## config.mk

```make
export PLATFORM = sky130hd
export DESIGN_NAME = reload_timer_chan
export DESIGN_NICKNAME = d
export VERILOG_FILES = /design/src/rtl/rtc_pkg.sv /design/src/rtl/rtc_evt_sync.sv /design/src/rtl/rtc_regs.sv /design/src/rtl/rtc_core.sv /design/src/rtl/reload_timer_chan.sv
export SDC_FILE = /design/constraint.sdc
export NUM_CORES = 1
export LEC_CHECK = 0
export ABC_AREA = 1
export BUFFER_PORTS_ARGS = -buffer_cell sky130_fd_sc_hd__buf_2
export CORE_MARGIN = 10
export CORE_UTILIZATION = 27
export DETAILED_ROUTE_END_ITERATION = 8
export PLACE_DENSITY = 0.47
export SETUP_SLACK_MARGIN = 0.5
export SLEW_MARGIN = 30
export SYNTH_ARGS = -nofsm -noshare
export SYNTH_HDL_FRONTEND = slang
export SYNTH_SLANG_ARGS = --single-unit
export TNS_END_PERCENT = 1
```

## constraint.sdc

```tcl
create_clock -name clk -period 2.1 [get_ports clk]
set_input_delay 0.315 -clock clk [delete_from_list [all_inputs] [get_ports clk]]
set_output_delay 0.315 -clock clk [all_outputs]
set_load 0.1 [all_outputs]
```

## src/rtl/rtc_pkg.sv

```systemverilog
package rtc_pkg;
   localparam int ADDR_W = 2;
   localparam logic [ADDR_W-1:0] A_CTRL  = 2'd0;
   localparam logic [ADDR_W-1:0] A_MODE  = 2'd1;
   localparam logic [ADDR_W-1:0] A_COUNT = 2'd2;
   localparam logic [ADDR_W-1:0] A_STAT  = 2'd3;
   typedef enum logic {MODE_TIMER = 1'b0, MODE_EVENT = 1'b1} rtc_mode_e;
endpackage

```

## src/rtl/rtc_evt_sync.sv

```systemverilog
module rtc_evt_sync #(
   parameter int STAGES = 2
) (
   input  logic clk,
   input  logic rst_n,
   input  logic async_in,
   output logic rise_o
);
   logic [STAGES-1:0] chain_q;
   logic              last_q;

   generate
      if (STAGES < 2) begin : g_bad
         $error("rtc_evt_sync: STAGES must be at least 2");
      end
      for (genvar s = 0; s < STAGES; s++) begin : g_stage
         if (s == 0) begin : g_first
            always_ff @(posedge clk or negedge rst_n) begin
               if (!rst_n) chain_q[0] <= 1'b0;
               else        chain_q[0] <= async_in;
            end
         end else begin : g_next
            always_ff @(posedge clk or negedge rst_n) begin
               if (!rst_n) chain_q[s] <= 1'b0;
               else        chain_q[s] <= chain_q[s-1];
            end
         end
      end
   endgenerate

   always_ff @(posedge clk or negedge rst_n) begin
      if (!rst_n) last_q <= 1'b0;
      else        last_q <= chain_q[STAGES-1];
   end

   assign rise_o = chain_q[STAGES-1] & ~last_q;
endmodule

```

## src/rtl/rtc_regs.sv

```systemverilog
module rtc_regs
   import rtc_pkg::*;
#(
   parameter int W = 16
) (
   input  logic              clk,
   input  logic              rst_n,
   input  logic              bus_sel,
   input  logic              bus_wr,
   input  logic [ADDR_W-1:0] bus_addr,
   input  logic [W-1:0]      bus_wdata,
   input  logic [W-1:0]      cnt_view,
   output logic              run_o,
   output rtc_mode_e         mode_o,
   output logic [W-1:0]      preset_o,
   output logic              err_o,
   output logic              start_pulse_o,
   output logic              preset_we_o,
   output logic [W-1:0]      bus_rdata
);
   localparam logic [W-2:0] PAD = '0;

   logic we;
   logic cfg_busy;

   assign we            = bus_sel & bus_wr;
   assign cfg_busy      = we & run_o & (bus_addr == A_MODE || bus_addr == A_COUNT);
   assign start_pulse_o = we & (bus_addr == A_CTRL) & bus_wdata[0] & ~run_o;
   assign preset_we_o   = we & (bus_addr == A_COUNT) & ~run_o;

   always_ff @(posedge clk or negedge rst_n) begin
      if (!rst_n) begin
         run_o    <= 1'b0;
         mode_o   <= MODE_TIMER;
         preset_o <= '0;
         err_o    <= 1'b0;
      end else begin
         if (we && bus_addr == A_CTRL) run_o <= bus_wdata[0];
         if (we && bus_addr == A_MODE && !run_o) mode_o <= rtc_mode_e'(bus_wdata[0]);
         if (preset_we_o) preset_o <= bus_wdata;
         if (cfg_busy) err_o <= 1'b1;
         else if (we && bus_addr == A_STAT && bus_wdata[0]) err_o <= 1'b0;
      end
   end

   always_comb begin
      unique case (bus_addr)
         A_CTRL:  bus_rdata = {PAD, run_o};
         A_MODE:  bus_rdata = {PAD, mode_o};
         A_COUNT: bus_rdata = cnt_view;
         default: bus_rdata = {PAD, err_o};
      endcase
   end
endmodule

```

## src/rtl/rtc_core.sv

```systemverilog
module rtc_core #(
   parameter int W = 16
) (
   input  logic         clk,
   input  logic         rst_n,
   input  logic         run,
   input  logic         step,
   input  logic         up,
   input  logic         start_pulse,
   input  logic         preset_we,
   input  logic [W-1:0] wdata,
   input  logic [W-1:0] preset,
   output logic [W-1:0] count_o,
   output logic         irq_o,
   output logic [W-1:0] view_o
);
   localparam logic [W-1:0] CNT_MAX = '1;
   localparam logic [W-1:0] CNT_MIN = '0;

   logic reload_q;
   logic ovf_q;
   logic at_limit;

   assign at_limit = up ? (count_o == CNT_MAX) : (count_o == CNT_MIN);

   always_ff @(posedge clk or negedge rst_n) begin
      if (!rst_n) begin
         count_o  <= '0;
         reload_q <= 1'b0;
         ovf_q    <= 1'b0;
         irq_o    <= 1'b0;
      end else begin
         reload_q <= 1'b0;
         irq_o    <= 1'b0;
         if (preset_we) begin
            count_o <= wdata;
         end else if (start_pulse) begin
            count_o <= preset;
         end else if (run && step) begin
            if (at_limit) begin
               count_o  <= preset;
               reload_q <= 1'b1;
               ovf_q    <= up;
               irq_o    <= 1'b1;
            end else if (up) begin
               count_o <= count_o + 1'b1;
            end else begin
               count_o <= count_o - 1'b1;
            end
         end
      end
   end

   always_comb begin
      if (reload_q) view_o = ovf_q ? CNT_MIN : CNT_MAX;
      else          view_o = count_o;
   end
endmodule

```

## src/rtl/reload_timer_chan.sv

```systemverilog
module reload_timer_chan
   import rtc_pkg::*;
#(
   parameter int WIDTH       = 16,
   parameter int SYNC_STAGES = 2
) (
   input  logic              clk,
   input  logic              rst_n,
   input  logic              bus_sel,
   input  logic              bus_wr,
   input  logic [ADDR_W-1:0] bus_addr,
   input  logic [WIDTH-1:0]  bus_wdata,
   output logic [WIDTH-1:0]  bus_rdata,
   input  logic              tick_en,
   input  logic              evt_in,
   input  logic              dir_up,
   output logic              irq
);
   generate
      if (WIDTH < 2 || WIDTH > 64) begin : g_bad_width
         $error("reload_timer_chan: WIDTH out of range");
      end
      if (SYNC_STAGES < 2) begin : g_bad_sync
         $error("reload_timer_chan: SYNC_STAGES must be at least 2");
      end
   endgenerate

   logic             run_q;
   rtc_mode_e        mode_q;
   logic [WIDTH-1:0] preset_q;
   logic             err_q;
   logic             start_pulse;
   logic             preset_we;
   logic [WIDTH-1:0] count_q;
   logic [WIDTH-1:0] cnt_view;
   logic             evt_rise;
   logic             step;
   logic             up;

   rtc_evt_sync #(.STAGES(SYNC_STAGES)) u_sync (
      .clk      (clk),
      .rst_n    (rst_n),
      .async_in (evt_in),
      .rise_o   (evt_rise)
   );

   always_comb begin
      if (mode_q == MODE_EVENT) begin
         step = evt_rise;
         up   = dir_up;
      end else begin
         step = tick_en;
         up   = 1'b0;
      end
   end

   rtc_regs #(.W(WIDTH)) u_regs (
      .clk           (clk),
      .rst_n         (rst_n),
      .bus_sel       (bus_sel),
      .bus_wr        (bus_wr),
      .bus_addr      (bus_addr),
      .bus_wdata     (bus_wdata),
      .cnt_view      (cnt_view),
      .run_o         (run_q),
      .mode_o        (mode_q),
      .preset_o      (preset_q),
      .err_o         (err_q),
      .start_pulse_o (start_pulse),
      .preset_we_o   (preset_we),
      .bus_rdata     (bus_rdata)
   );

   rtc_core #(.W(WIDTH)) u_core (
      .clk         (clk),
      .rst_n       (rst_n),
      .run         (run_q),
      .step        (step),
      .up          (up),
      .start_pulse (start_pulse),
      .preset_we   (preset_we),
      .wdata       (bus_wdata),
      .preset      (preset_q),
      .count_o     (count_q),
      .irq_o       (irq),
      .view_o      (cnt_view)
   );
endmodule

```

# Yosys cells after proc, flatten, opt, wreduce, memory -nomap -nowiden

Cells that the tools add are included.

Input bits: 25
Flip-flop bits (word level): 40

Equal/unequal tests: 4
Bitwise gates (word level): 13
$add $sub $neg: 2
Reductions and logical operators: 13
Multiplexer cells: 17

Operators by type and width:

| operator                                            | number |
|---|---|
| 2-to-1 mux 16 bit                                   | 7 |
| one-hot mux 16 bit (3 select lines)                 | 1 |
| adder 16 x 1 -> 16 bit, second input constant       | 1 |
| equality test 16 bit, second input constant         | 1 |
| zero test 16 bit                                    | 1 |
| subtractor 16 x 1 -> 16 bit, second input constant  | 1 |
| AND 1 bit                                           | 9 |
| 2-to-1 mux 1 bit                                    | 9 |
| logical AND 1 bit                                   | 6 |
| equality test 2 bit, second input constant          | 2 |
| NOT 1 bit                                           | 4 |
| AND reduction 4 bit                                 | 1 |
| nonzero test 3 bit                                  | 1 |
| equality test 2 x 1 -> 1 bit, second input constant | 1 |
| zero test 2 bit                                     | 1 |
| nonzero test 2 bit                                  | 1 |
| zero test 1 bit                                     | 1 |
| logical OR 1 bit                                    | 1 |

# Logic depth before layout (Yosys ltp)

Gate-level depths: netlist of run 1.

Depth after elaboration: 7
Mapped depth: 14
Gate-level depth less buffers: 14

# By module

Synthesis of run 1 repeated with hierarchy kept, for this count alone.

Cell total of the unflattened synthesis: 560
Area, all modules: 3442.1 µm²

By module, submodules not included:

| module            | cells each | sequential area each (µm²) | instances | area an instance (µm²) |
|---|---|---|---|---|
| rtc_core          | 409        | 450.4                      | 1         | 2270.9 |
| rtc_regs          | 140        | 475.5                      | 1         | 1063.5 |
| rtc_evt_sync      | 5          | 75.1                       | 1         | 85.1 |
| reload_timer_chan | 6          | 0.0                        | 1         | 22.5 |

# Worst setup path after synthesis of run 1

OpenSTA, ideal clock, no wires.

Path kind: flip-flop to output port
Start point: register u_core.irq_o (netlist name)
End point: output port bus_rdata[0]
Arrival time: 3.660 ns
Required time: 1.785 ns
Buffers on the path: 1
Stages on the path, launching flop included: 6
Path slack: -1.875 ns
Path through: dfrtp_1 -> buf_2 -> inv_1 -> a21oi_1 -> a221oi_1 -> o21ai_0

RTL lines:

| item          | line                    | text |
|---|---|---|
| end, declared | reload_timer_chan.sv:13 | `output logic [WIDTH-1:0] bus_rdata,` |

# Worst setup path in the final report of run 1

Start point: register u_regs.mode_o
End point: register u_core.count_o[14]

Cells in the longest elaborated chain, start to end: 6

Ends and longest elaborated chain:

| item                                                         | line                           | text |
|---|---|---|
| start, declared                                              | rtc_regs.sv:14                 | `output rtc_mode_e mode_o,` |
| start signal, assigned                                       | rtc_regs.sv:39                 | `if (we && bus_addr == A_MODE && !run_o) mode_o <= rtc_mode_e'(bus_wdata[0]);` |
| 2-to-1 mux 1 bit                                             | reload_timer_chan.sv:48        | `if (mode_q == MODE_EVENT) begin` |
| 2-to-1 mux 16 bit / 2-to-1 mux 1 bit (equally long branches) | rtc_core.sv:45, rtc_core.sv:24 |  |
| 2-to-1 mux 16 bit                                            | rtc_core.sv:40                 | `if (at_limit) begin` |
| 2-to-1 mux 16 bit                                            | rtc_core.sv:39                 | `end else if (run && step) begin` |
| 2-to-1 mux 16 bit                                            | rtc_core.sv:37                 | `end else if (start_pulse) begin` |
| 2-to-1 mux 16 bit                                            | rtc_core.sv:35                 | `if (preset_we) begin` |
| end signal, assigned                                         | rtc_core.sv:36                 | `count_o <= wdata;` |
| end signal, assigned                                         | rtc_core.sv:38                 | `count_o <= preset;` |
| end signal, assigned                                         | rtc_core.sv:41                 | `count_o <= preset;` |
| end, declared                                                | rtc_core.sv:13                 | `output logic [W-1:0] count_o,` |

Several ways; a longest one is shown, not always the timed one. The select of a mux whose other input is x is not followed.
A chain may end at the register's enable or synchronous reset.

==> results.ini, run 1 <==
[floorplan]
ioPinCount=42
core_sq_um=11500
die_w_um=129
die_area_sq_um=16600
initial_core_util=0.277
fp-row-count=39
die_h_um=129

[timing]
maxSlewViolCount=0
worstMarginPinSlew_ns=0.495
finalHoldViolCount=0
finalSetupViolations=0
fin_crit_ns=1.99
fin_crit_sh=0.948
rsz0062_at_grt=yes
finClkSkew_ns=0.00649
max_freq_ghz=0.502
slew-limit-headroom=0.672

[clock_tree]
cts_tree=yes
h-tree-depth=2
path_clk_slew_ns=0.06
cts_inserted_buffers=5
cts_sinks=40
cts_max_path_buffers=2
ctsRootBufferMaster=clkbuf_16
clock_latency_ns=0.29

[logic_synthesis]
syn_area_sq_um=3190
ys_async_sr_fraction=1.00
postSynthCellCount=482
ys_seq_elements=40
ys_types=31
seq_area_frac_synth=0.314
syn-num-nets=529
avgSynthCellArea_sq_um=6.62
synth_edf_count=0
yosys_warnings=0
synthFlopType=dfrtp_1

[power]
power_density_nw_per_um2=1360
peakVddDrop_mv=0.560
leakage_nw=2.36
finalPower_mw=6.41

[critical_path]
cp.required_ns=2.32
crit_path_end_kind=flop
critPathBufInv=1
crit_type=reg -> reg
cpLargestDelayFamily=simple AND/OR/NAND/NOR gates
path_max_fanout=4
cp_cell_sequence=nand2_8 > buf_12 > ha_4 > nand2_4 > nor2_4 > and2_4 > nand2_2 > nand2_1 > nand2_1 > nand3_2 > nand2_2 > a21oi_2
cp-start-kind=flop
slowest_stage=dfrtp_2
slowest_delay_ns=0.55
cp.arrival_ns=2.21

[place]
port_buffers=41
place_hpwl_um=7930
dp.cells=671
gp_congestion=0.842

[min_path]
hold_class=in -> reg

[final_layout]
instances_no_fill=698
area_growth_pct=48.0
fill_cells=1163
drive_gt1_frac=0.335
diodes=0
fin_nets=602

[route]
routed_via_density=4.67
wl_per_cell_um=15.4
initialDrtViolationCount=139
vias=3259
antenna_left=0
postRouteWirelength_um=10800
drc_errors=0
firstDrtPassIters=4

[global_route]
grt_pass1_vias=3336
antenna_found_initial=0
grt.overflow.total=0
grtUsageTotal=0.132
grt_pass1_wl_um=17500
grt_max_degree=24

[run_status]
status=finished, final reports clean

[job]
cap_violations=0

## through the flow
step / area (sq um) / setup slack (ns) / hold WS (ns) / setup TNS, ns / utilization
floorplan: 3370 / -0.211 / 0.0194 / -2.11 / -
global placement: 4020 / -0.00642 / 0.268 / -0.00642 / 0.349
detailed placement: 4020 / -0.0238 / 0.265 / -0.0238 / 0.349
CTS: 4540 / 0.132 / 0.132 / 0 / 0.394
global route: 4720 / -0.00334 / 0.128 / -0.00334 / 0.410
finish: 4720 / 0.110 / 0.137 / 0 / 0.410
## kinds of logic (layout without fill, tap and decap cells)
kind of cell	after synthesis	count (layout)	synth area share
AOI/OAI and AO/OA	45	45	0.0804
xor gates and xnor gates	8	8	0.0220
adders and majority gates	22	22	0.0887
buffers and inverters	74	144	0.0942
DFF	40	40	0.314
muxes	1	1	0.00353
and+or+nand+nor	292	295	0.397
## registers in the layout (all words and copies together), names as in the netlist
register / cells
u_regs.run_o: 1
u_sync.chain_q: 2
u_core.ovf_q: 1
u_core.count_o: 16
u_regs.mode_o: 1
u_regs.preset_o: 16
u_sync.last_q: 1
u_core.irq_o: 1
u_regs.err_o: 1
## power by group
group          internal [mW]  total (mW)  leakage, nW  switching, mW
Clock                  0.432       0.757       0.0657          0.325
Combinational           1.74        4.20         1.82           2.46
Sequential              1.04        1.45        0.477          0.415
## final cells by class
| class | instances | area [sq um] | share of cell area |
|---|---|---|---|
| Clock buffer | 5 | 125 | 0.0265 |
| Tap cell | 143 | 179 | 0.0379 |
| Clock inverter | 2 | 12.5 | 0.00265 |
| Inverter | 64 | 240 | 0.0509 |
| Sequential cell | 40 | 1010 | 0.213 |
| Multi-Input combinational cell | 371 | 2420 | 0.513 |
| Timing Repair Buffer | 73 | 734 | 0.156 |
## routing by layer
metal | track usage | vias up | wire (um)
li1 | - | 1650 | -
met3 | 0.0251 | 18 | 558
met2 | 0.212 | 71 | 4920
met5 | 0 | - | 0
met1 | 0.176 | 1520 | 5070
met4 | 0.0428 | 0 | 218
## synthesized netlist by cell type, types with 4 or more instances
master	instances	area [sq um]
dfrtp_1	40	1000
nand3_1	25	125
nor2_1	58	218
inv_2	4	15.0
nand3_2	7	70.1
a21oi_2	6	52.6
xor2_1	7	61.3
nand2_1	184	691
ha_1	21	263
inv_1	60	225
a21oi_1	30	150
buf_2	6	30.0
o21ai_0	7	35.0
## cells in the final DEF, fill, tap and decap left out, types with 2 or more instances in the layout
cell and instances:
nand2_1 165, inv_1 59, nor2_1 43, dfrtp_1 37
buf_2 26, buf_4 25, nand3_1 20, buf_12 19
a21oi_1 17, nand2_2 17, ha_4 15, a21oi_2 13
nand3_2 12, nor2_4 10, nor2_2 9, xor2_1 7
a21oi_4 6, o21ai_0 6, ha_1 6, inv_2 5
clkbuf_16 5, nand2_4 4, nand2_8 3, nand4_1 3
or2_4 2, nor3_4 2, and2_1 2, dfrtp_2 2
## final timing paths
kind,depth (start not counted),end,slack (ns),start
min in group asynchronous,2,u_core.irq_o,0.49,rst_n
hold / removal,1,u_sync.chain_q[0],0.14,evt_in
max in group asynchronous,3,u_regs.preset_o[3],1.05,rst_n
setup reg to reg,12,u_core.count_o[14],0.11,u_regs.mode_o
hold reg to reg,0,u_sync.chain_q[1],0.35,u_sync.chain_q[0]
setup / recovery,12,u_core.count_o[14],0.11,u_regs.mode_o
## what timing repair did
action | in CTS | in global routing
pin swaps | 16 | 21
cloned | 3 | 0
hold endpoints to repair | 13 | 0
hold buffers | 1 | 0
buffers inserted | 11 | 5
endpoints found under the setup margin | 33 | 41
resized for setup | 41 | 28
No activity file was read; power rests on OpenSTA's default activity.
==> run 2, diff against run 1 <==
- PLACE_DENSITY: 0.47 -> 0.49
- clock period: 2.1 -> 1.7 ns (I/O delays scaled with it)
==> run 2 against run 1 <==
Non-clock buffer count up 43. Sequential power is 21% higher. Die area is the same. Combinational power increased by 50%. Design area up 13%. Flip-flop and latch count unchanged. Register-to-register slack lost 0.30 ns. The run now ends with negative setup slack left. Wire length rose by 3.0%.
==> results.ini, run 2 (synthesized netlist as in run 1, its figures left out) <==
[floorplan]
ioPinCount=42  ; unchanged
die_w_um=129  ; unchanged
core_sq_um=11500  ; unchanged
initial_core_util=0.277  ; unchanged
die_area_sq_um=16600  ; unchanged
die_h_um=129  ; unchanged
fp-row-count=39  ; unchanged

[final_layout]
area_growth_pct=67.0
drive_gt1_frac=0.441  ; +0.106
layout_commonest_cell=nand2_1
instances_no_fill=742  ; +6.3%
reg.largest.list=u_core.count_o: 16 flops, u_regs.preset_o: 16 flops, u_sync.chain_q: 2 flops
diodes=0  ; unchanged
layout_common_cells=153 x nand2_1, 60 x buf_4, 57 x inv_1
fin_nets=645  ; +7.1%

[place]
place_hpwl_um=8170  ; +3.1%
gp_congestion=0.877  ; +4.2%
port_buffers=41  ; unchanged
dp.cells=719  ; +7.2%

[clock_tree]
cts_tree=yes
cts_sinks=40  ; unchanged
clock_latency_ns=0.29  ; about the same
cts_inserted_buffers=5  ; unchanged
path_clk_slew_ns=0.07  ; about the same
cts_max_path_buffers=2  ; unchanged
h-tree-depth=2  ; unchanged
ctsRootBufferMaster=clkbuf_16

[route]
drt-met1-wl_um=5300  ; +4.6%
top_layer=met4
firstDrtPassIters=4  ; unchanged
antenna_left=0  ; unchanged
vias=3399  ; +4.3%
met3_length_um=777  ; +39%
routed_via_density=4.58  ; -1.9%
initialDrtViolationCount=164  ; +18%
wl_per_cell_um=14.9  ; -3.1%
drc_errors=0  ; unchanged
wl_met2_um=4880  ; -0.85%
postRouteWirelength_um=11100  ; +3.0%

[run_status]
status=finished, violations left
failed_checks=negative setup slack

[critical_path]
path_max_fanout=4  ; unchanged
crit_path_end_kind=output port
cp.arrival_ns=1.66  ; -0.55 ns
cp-start-kind=flop
cp_num_cells=6  ; -6
slowest_delay_ns=0.44  ; -0.11 ns
crit_type=reg -> out
critPathBufInv=4  ; +3
reg2reg_depth=13  ; +1
cp.required_ns=1.44  ; -0.88 ns
cpLargestDelayFamily=buffers and inverters
slowest_stage=dfrtp_2
cp_cell_sequence=buf_12 > buf_4 > a221oi_2 > buf_4 > o21ai_4 > buf_12

[timing]
max_freq_ghz=0.521
slew-limit-headroom=0.666  ; -0.00618
hold-worst-slack_ns=0.0637  ; -0.0735 ns
timing.final.ws_setup_ns=-0.218  ; -0.328 ns
fin_crit_sh=1.13
maxSlewViolCount=0  ; unchanged
finalSetupViolations=31  ; +31
finClkSkew_ns=0.00606  ; -0.000437 ns
worstMarginPinSlew_ns=0.501  ; +0.00585 ns
finalHoldViolCount=0  ; unchanged
rsz0062_at_grt=yes
fin_crit_ns=1.92

[job]
cap_violations=0  ; unchanged

[power]
peakVddDrop_mv=0.567  ; +1.4%
leakage_nw=2.64  ; +12%
power_density_nw_per_um2=1730  ; +27%

[global_route]
grt_max_degree=21  ; -13%
grt.overflow.total=0  ; unchanged
grtUsageTotal=0.131  ; -0.00121
antenna_found_initial=0  ; unchanged
grt_pass1_vias=3347  ; +0.33%
grt_pass1_wl_um=17400  ; -0.19%

[min_path]
hold_class=in -> reg
min_path_cells=1  ; unchanged

[run 2: changes by cell type in the layout (fill, tap and decap cells not counted), moves of 6 or more]
cell,before,now
nand2_2,17,24
nand3_1,20,14
nor2_4,10,17
nor2_1,43,37
buf_4,25,60
buf_6,1,10
nand2_1,165,153
[run 2: what timing repair did]
item,4_1_cts,5_1_grt
endpoints found under the setup margin,51,51
gates resized for setup,67,63
pin swaps,23,36
gates cloned,3,1
hold buffers,1,0
endpoints found under the hold margin,18,0
setup buffers,4,6
[run 2: final timing paths]
| kind | slack [ns] | endpoint | from |
|---|---|---|---|
| worst max-delay path | -0.22 | bus_rdata[0] | u_regs.mode_o |
| worst min-delay path | 0.06 | u_sync.chain_q[0] | evt_in |
| worst max register to register | -0.19 | u_core.count_o[14] | u_regs.mode_o |
| worst min register to register | 0.35 | u_sync.chain_q[1] | u_sync.chain_q[0] |
| max in group asynchronous | 0.65 | u_core.count_o[12] | rst_n |
| min in group asynchronous | 0.47 | u_regs.run_o | rst_n |
[run 2: layout make-up]
class / count / area, sq um
clock buffers: 5 / 125
clock inverters: 3 / 46.3
fillers: 1121 / 6190
inverters: 64 / 240
multi-input cells: 371 / 2610
flip-flops and latches: 40 / 1010
well taps: 143 / 179
repair buffers: 116 / 1120
[run 2: report_power, final]
group	internal, mW	switching, mW
Combinational	2.81	3.50
Clock	0.699	0.432
Sequential	1.29	0.465
Total	4.80	4.40
[run 2: through the flow]
stage	TNS, ns	cell area [sq um]	utilization	worst slack, ns	total power [mW]
after floorplan	-7.91	3370	-	-0.551	4.71
after global placement	-3.05	4390	0.381	-0.295	6.46
after detailed placement	-3.30	4390	0.381	-0.303	6.48
after CTS	-5.12	4980	0.433	-0.203	8.37
after global routing	-6.40	5330	0.463	-0.311	9.93
final	-3.87	5330	0.463	-0.218	9.19
[run 2: metal layers]
| layer | GRT usage | up-vias |
|---|---|---|
| met5 | 0 | - |
| met2 | 0.194 | 86 |
| met4 | 0.0328 | 0 |
| li1 | - | 1742 |
| met3 | 0.0271 | 10 |
| met1 | 0.189 | 1561 |
==> run 3, diff against run 2 <==
- CORE_UTILIZATION: 27 -> 53
- PLACE_DENSITY: 0.49 -> 0.81
==> run 3 against run 2 <==
The run still ends with negative setup slack left. Critical path type is now reg -> reg. Combinational power fell by 1%. First-iteration DRC count rose by 110%. Highest routed layer unchanged. Total power fell by 4.1%. Fmax fell by 2.5%. Wire length rose by 1.6%. Critical path depth rose by 6. Clock power fell by 22%. Sequential power fell by 2%. Die area fell by 43%. Design area fell by 7.2%.
==> results.ini, run 3 (synthesized netlist as in run 1, its figures left out) <==
[timing]
fin_crit_ns=1.97  ; +0.0485 ns
slew-limit-headroom=0.664  ; -0.00144
tns_ns=-5.20  ; -1.33 ns
finalSetupViolations=31  ; unchanged
max_freq_ghz=0.509  ; -2.5%
maxSlewViolCount=0  ; unchanged
fin_crit_sh=1.16  ; +0.0285
finClkSkew_ns=0.00746  ; +0.00140 ns
finalHoldViolCount=0  ; unchanged
rsz0062_at_grt=yes
worstMarginPinSlew_ns=0.503  ; +0.00215 ns
timing.final.ws_setup_ns=-0.266  ; -0.0485 ns

[clock_tree]
path_clk_slew_ns=0.08  ; about the same
clock_latency_ns=0.30  ; about the same
h-tree-depth=2  ; unchanged
cts_sinks=40  ; unchanged
cts_tree=yes
cts_inserted_buffers=5  ; unchanged
cts_max_path_buffers=2  ; unchanged
ctsRootBufferMaster=clkbuf_8

[route]
postRouteWirelength_um=11300  ; +1.6%
antenna_left=0  ; unchanged
drt-met1-wl_um=4240  ; -20%
firstDrtPassIters=6  ; +2
wl_met2_um=5510  ; +13%
top_layer=met4
vias=3698  ; +8.8%
routed_via_density=5.59  ; +22%
wl_per_cell_um=17.0  ; +14%
drc_errors=0  ; unchanged
initialDrtViolationCount=346  ; +110%
met3_length_um=1060  ; +37%

[power]
leakage_nw=2.53  ; -4.3%
peakVddDrop_mv=1.23  ; +120%
clock_power_share=0.099  ; -0.024
power.switching_mw=4.35  ; -0.96%
power_frac_comb=0.707  ; +0.020
power_density_nw_per_um2=1780  ; +3.3%
internal-power_mw=4.46  ; -7.0%
p_seq_frac=0.194  ; +0.004
swShare=0.494  ; +0.0158
finalPower_mw=8.81  ; -4.1%

[global_route]
grtUsageTotal=0.211  ; +0.0797
grt.overflow.total=0  ; unchanged
antenna_found_initial=0  ; unchanged
grt_pass1_vias=3619  ; +8.1%
grt_max_degree=27  ; +29%
grt_pass1_wl_um=17000  ; -2.3%

[min_path]
hold_class=in -> reg
min_path_cells=1  ; unchanged

[final_layout]
fill_cells=309  ; -72%
layout_common_cells=166 x nand2_1, 58 x inv_1, 52 x buf_4
area_growth_pct=54.9
drive_gt1_frac=0.383  ; -0.0574
reg.largest.list=u_core.count_o: 16 flops, u_regs.preset_o: 16 flops, u_sync.chain_q: 2 flops
layout_commonest_cell=nand2_1
diodes=0  ; unchanged
fin_nets=633  ; -1.9%
fin_area_sq_um=4940  ; -7.2%

[floorplan]
core_sq_um=5890  ; -49%
die_h_um=97.6  ; -24%
ioPinCount=42  ; unchanged
fp-row-count=28  ; -28%
initial_core_util=0.542  ; +0.265
die_area_sq_um=9520  ; -43%
die_w_um=97.6  ; -24%

[critical_path]
crit_type=reg -> reg
cp.arrival_ns=2.18  ; +0.52 ns
reg2reg_depth=12  ; -1
path_max_fanout=4  ; unchanged
cp-start-kind=flop
cp.required_ns=1.92  ; +0.48 ns
crit_path_end_kind=flop

[place]
port_buffers=41  ; unchanged
place_hpwl_um=7280  ; -11%
placed_area_sq_um=4250  ; -3.2%
dp_slack_ns=-0.317  ; -0.0141 ns
gp_congestion=0.975  ; +11%

[job]
cap_violations=0  ; unchanged

[run_status]
status=finished, violations left
failed_checks=negative setup slack

==> run 3: critical path, stage by stage, from the launching register on <==
cell and delay [ns]:
dfrtp_2 0.41, buf_12 0.15, nand2_8 0.08, ha_4 0.33, nand2_1 0.12, nor2_2 0.15, and2_1 0.16, nand2_1 0.07
nand2_1 0.07, nand2_1 0.06, nand3_2 0.05, nand2_1 0.06, a21oi_1 0.17
==> run 3: cell type report <==
type / count / area [sq um] / share of cell area
multi-input combinational: 372 / 2480 / 0.501
sequential: 40 / 1010 / 0.204
timing repair buffer: 103 / 991 / 0.201
inverter: 64 / 245 / 0.0496
clock buffer: 7 / 96.3 / 0.0195
tap: 75 / 93.8 / 0.0190
clock inverter: 1 / 30.0 / 0.00608
==> run 3: through the flow <==
stage,std cells,util,hold WS (ns)
2_1_floorplan,482,-,-0.0406
5_1_grt,662,0.839,0.0679
6_report,662,0.839,0.0747
3_3_place_gp,640,0.722,0.240
4_1_cts,656,0.804,0.0649
3_5_place_dp,640,0.722,0.242
==> run 3: power by group through the flow <==
stage / sequential, mW / combinational, mW / clock (mW)
6_report: 1.71 / 6.23 / 0.876
5_1_grt: 1.73 / 6.75 / 0.911
4_1_cts: 1.69 / 5.37 / 0.878
3_5_place_dp: 1.61 / 4.80 / 0
3_3_place_gp: 1.60 / 4.71 / 0
2_1_floorplan: 1.52 / 3.19 / 0
==> run 3: final timing paths <==
kind / slack [ns] / startpoint / endpoint
setup / recovery: -0.27 / u_regs.mode_o / u_core.count_o[13]
hold / removal: 0.07 / evt_in / u_sync.chain_q[0]
min in group asynchronous: 0.49 / rst_n / u_core.count_o[6]
max in group asynchronous: 0.71 / rst_n / u_core.irq_o
setup reg to reg: -0.27 / u_regs.mode_o / u_core.count_o[13]
hold reg to reg: 0.35 / u_sync.chain_q[0] / u_sync.chain_q[1]
==> run 3: repair_timing <==
action | 4_1_cts | 5_1_grt
pin swaps | 14 | 17
endpoints found under the setup margin | 51 | 51
hold buffers | 1 | 0
gates cloned | 4 | 0
buffers inserted | 3 | 6
endpoints found under the hold margin | 19 | 0
resized for setup | 49 | 39
==> run 3: layer usage <==
metal,vias up,track usage
met5,-,0
met1,1712,0.241
met2,211,0.365
met3,62,0.0555
met4,0,0.0805
li1,1713,-
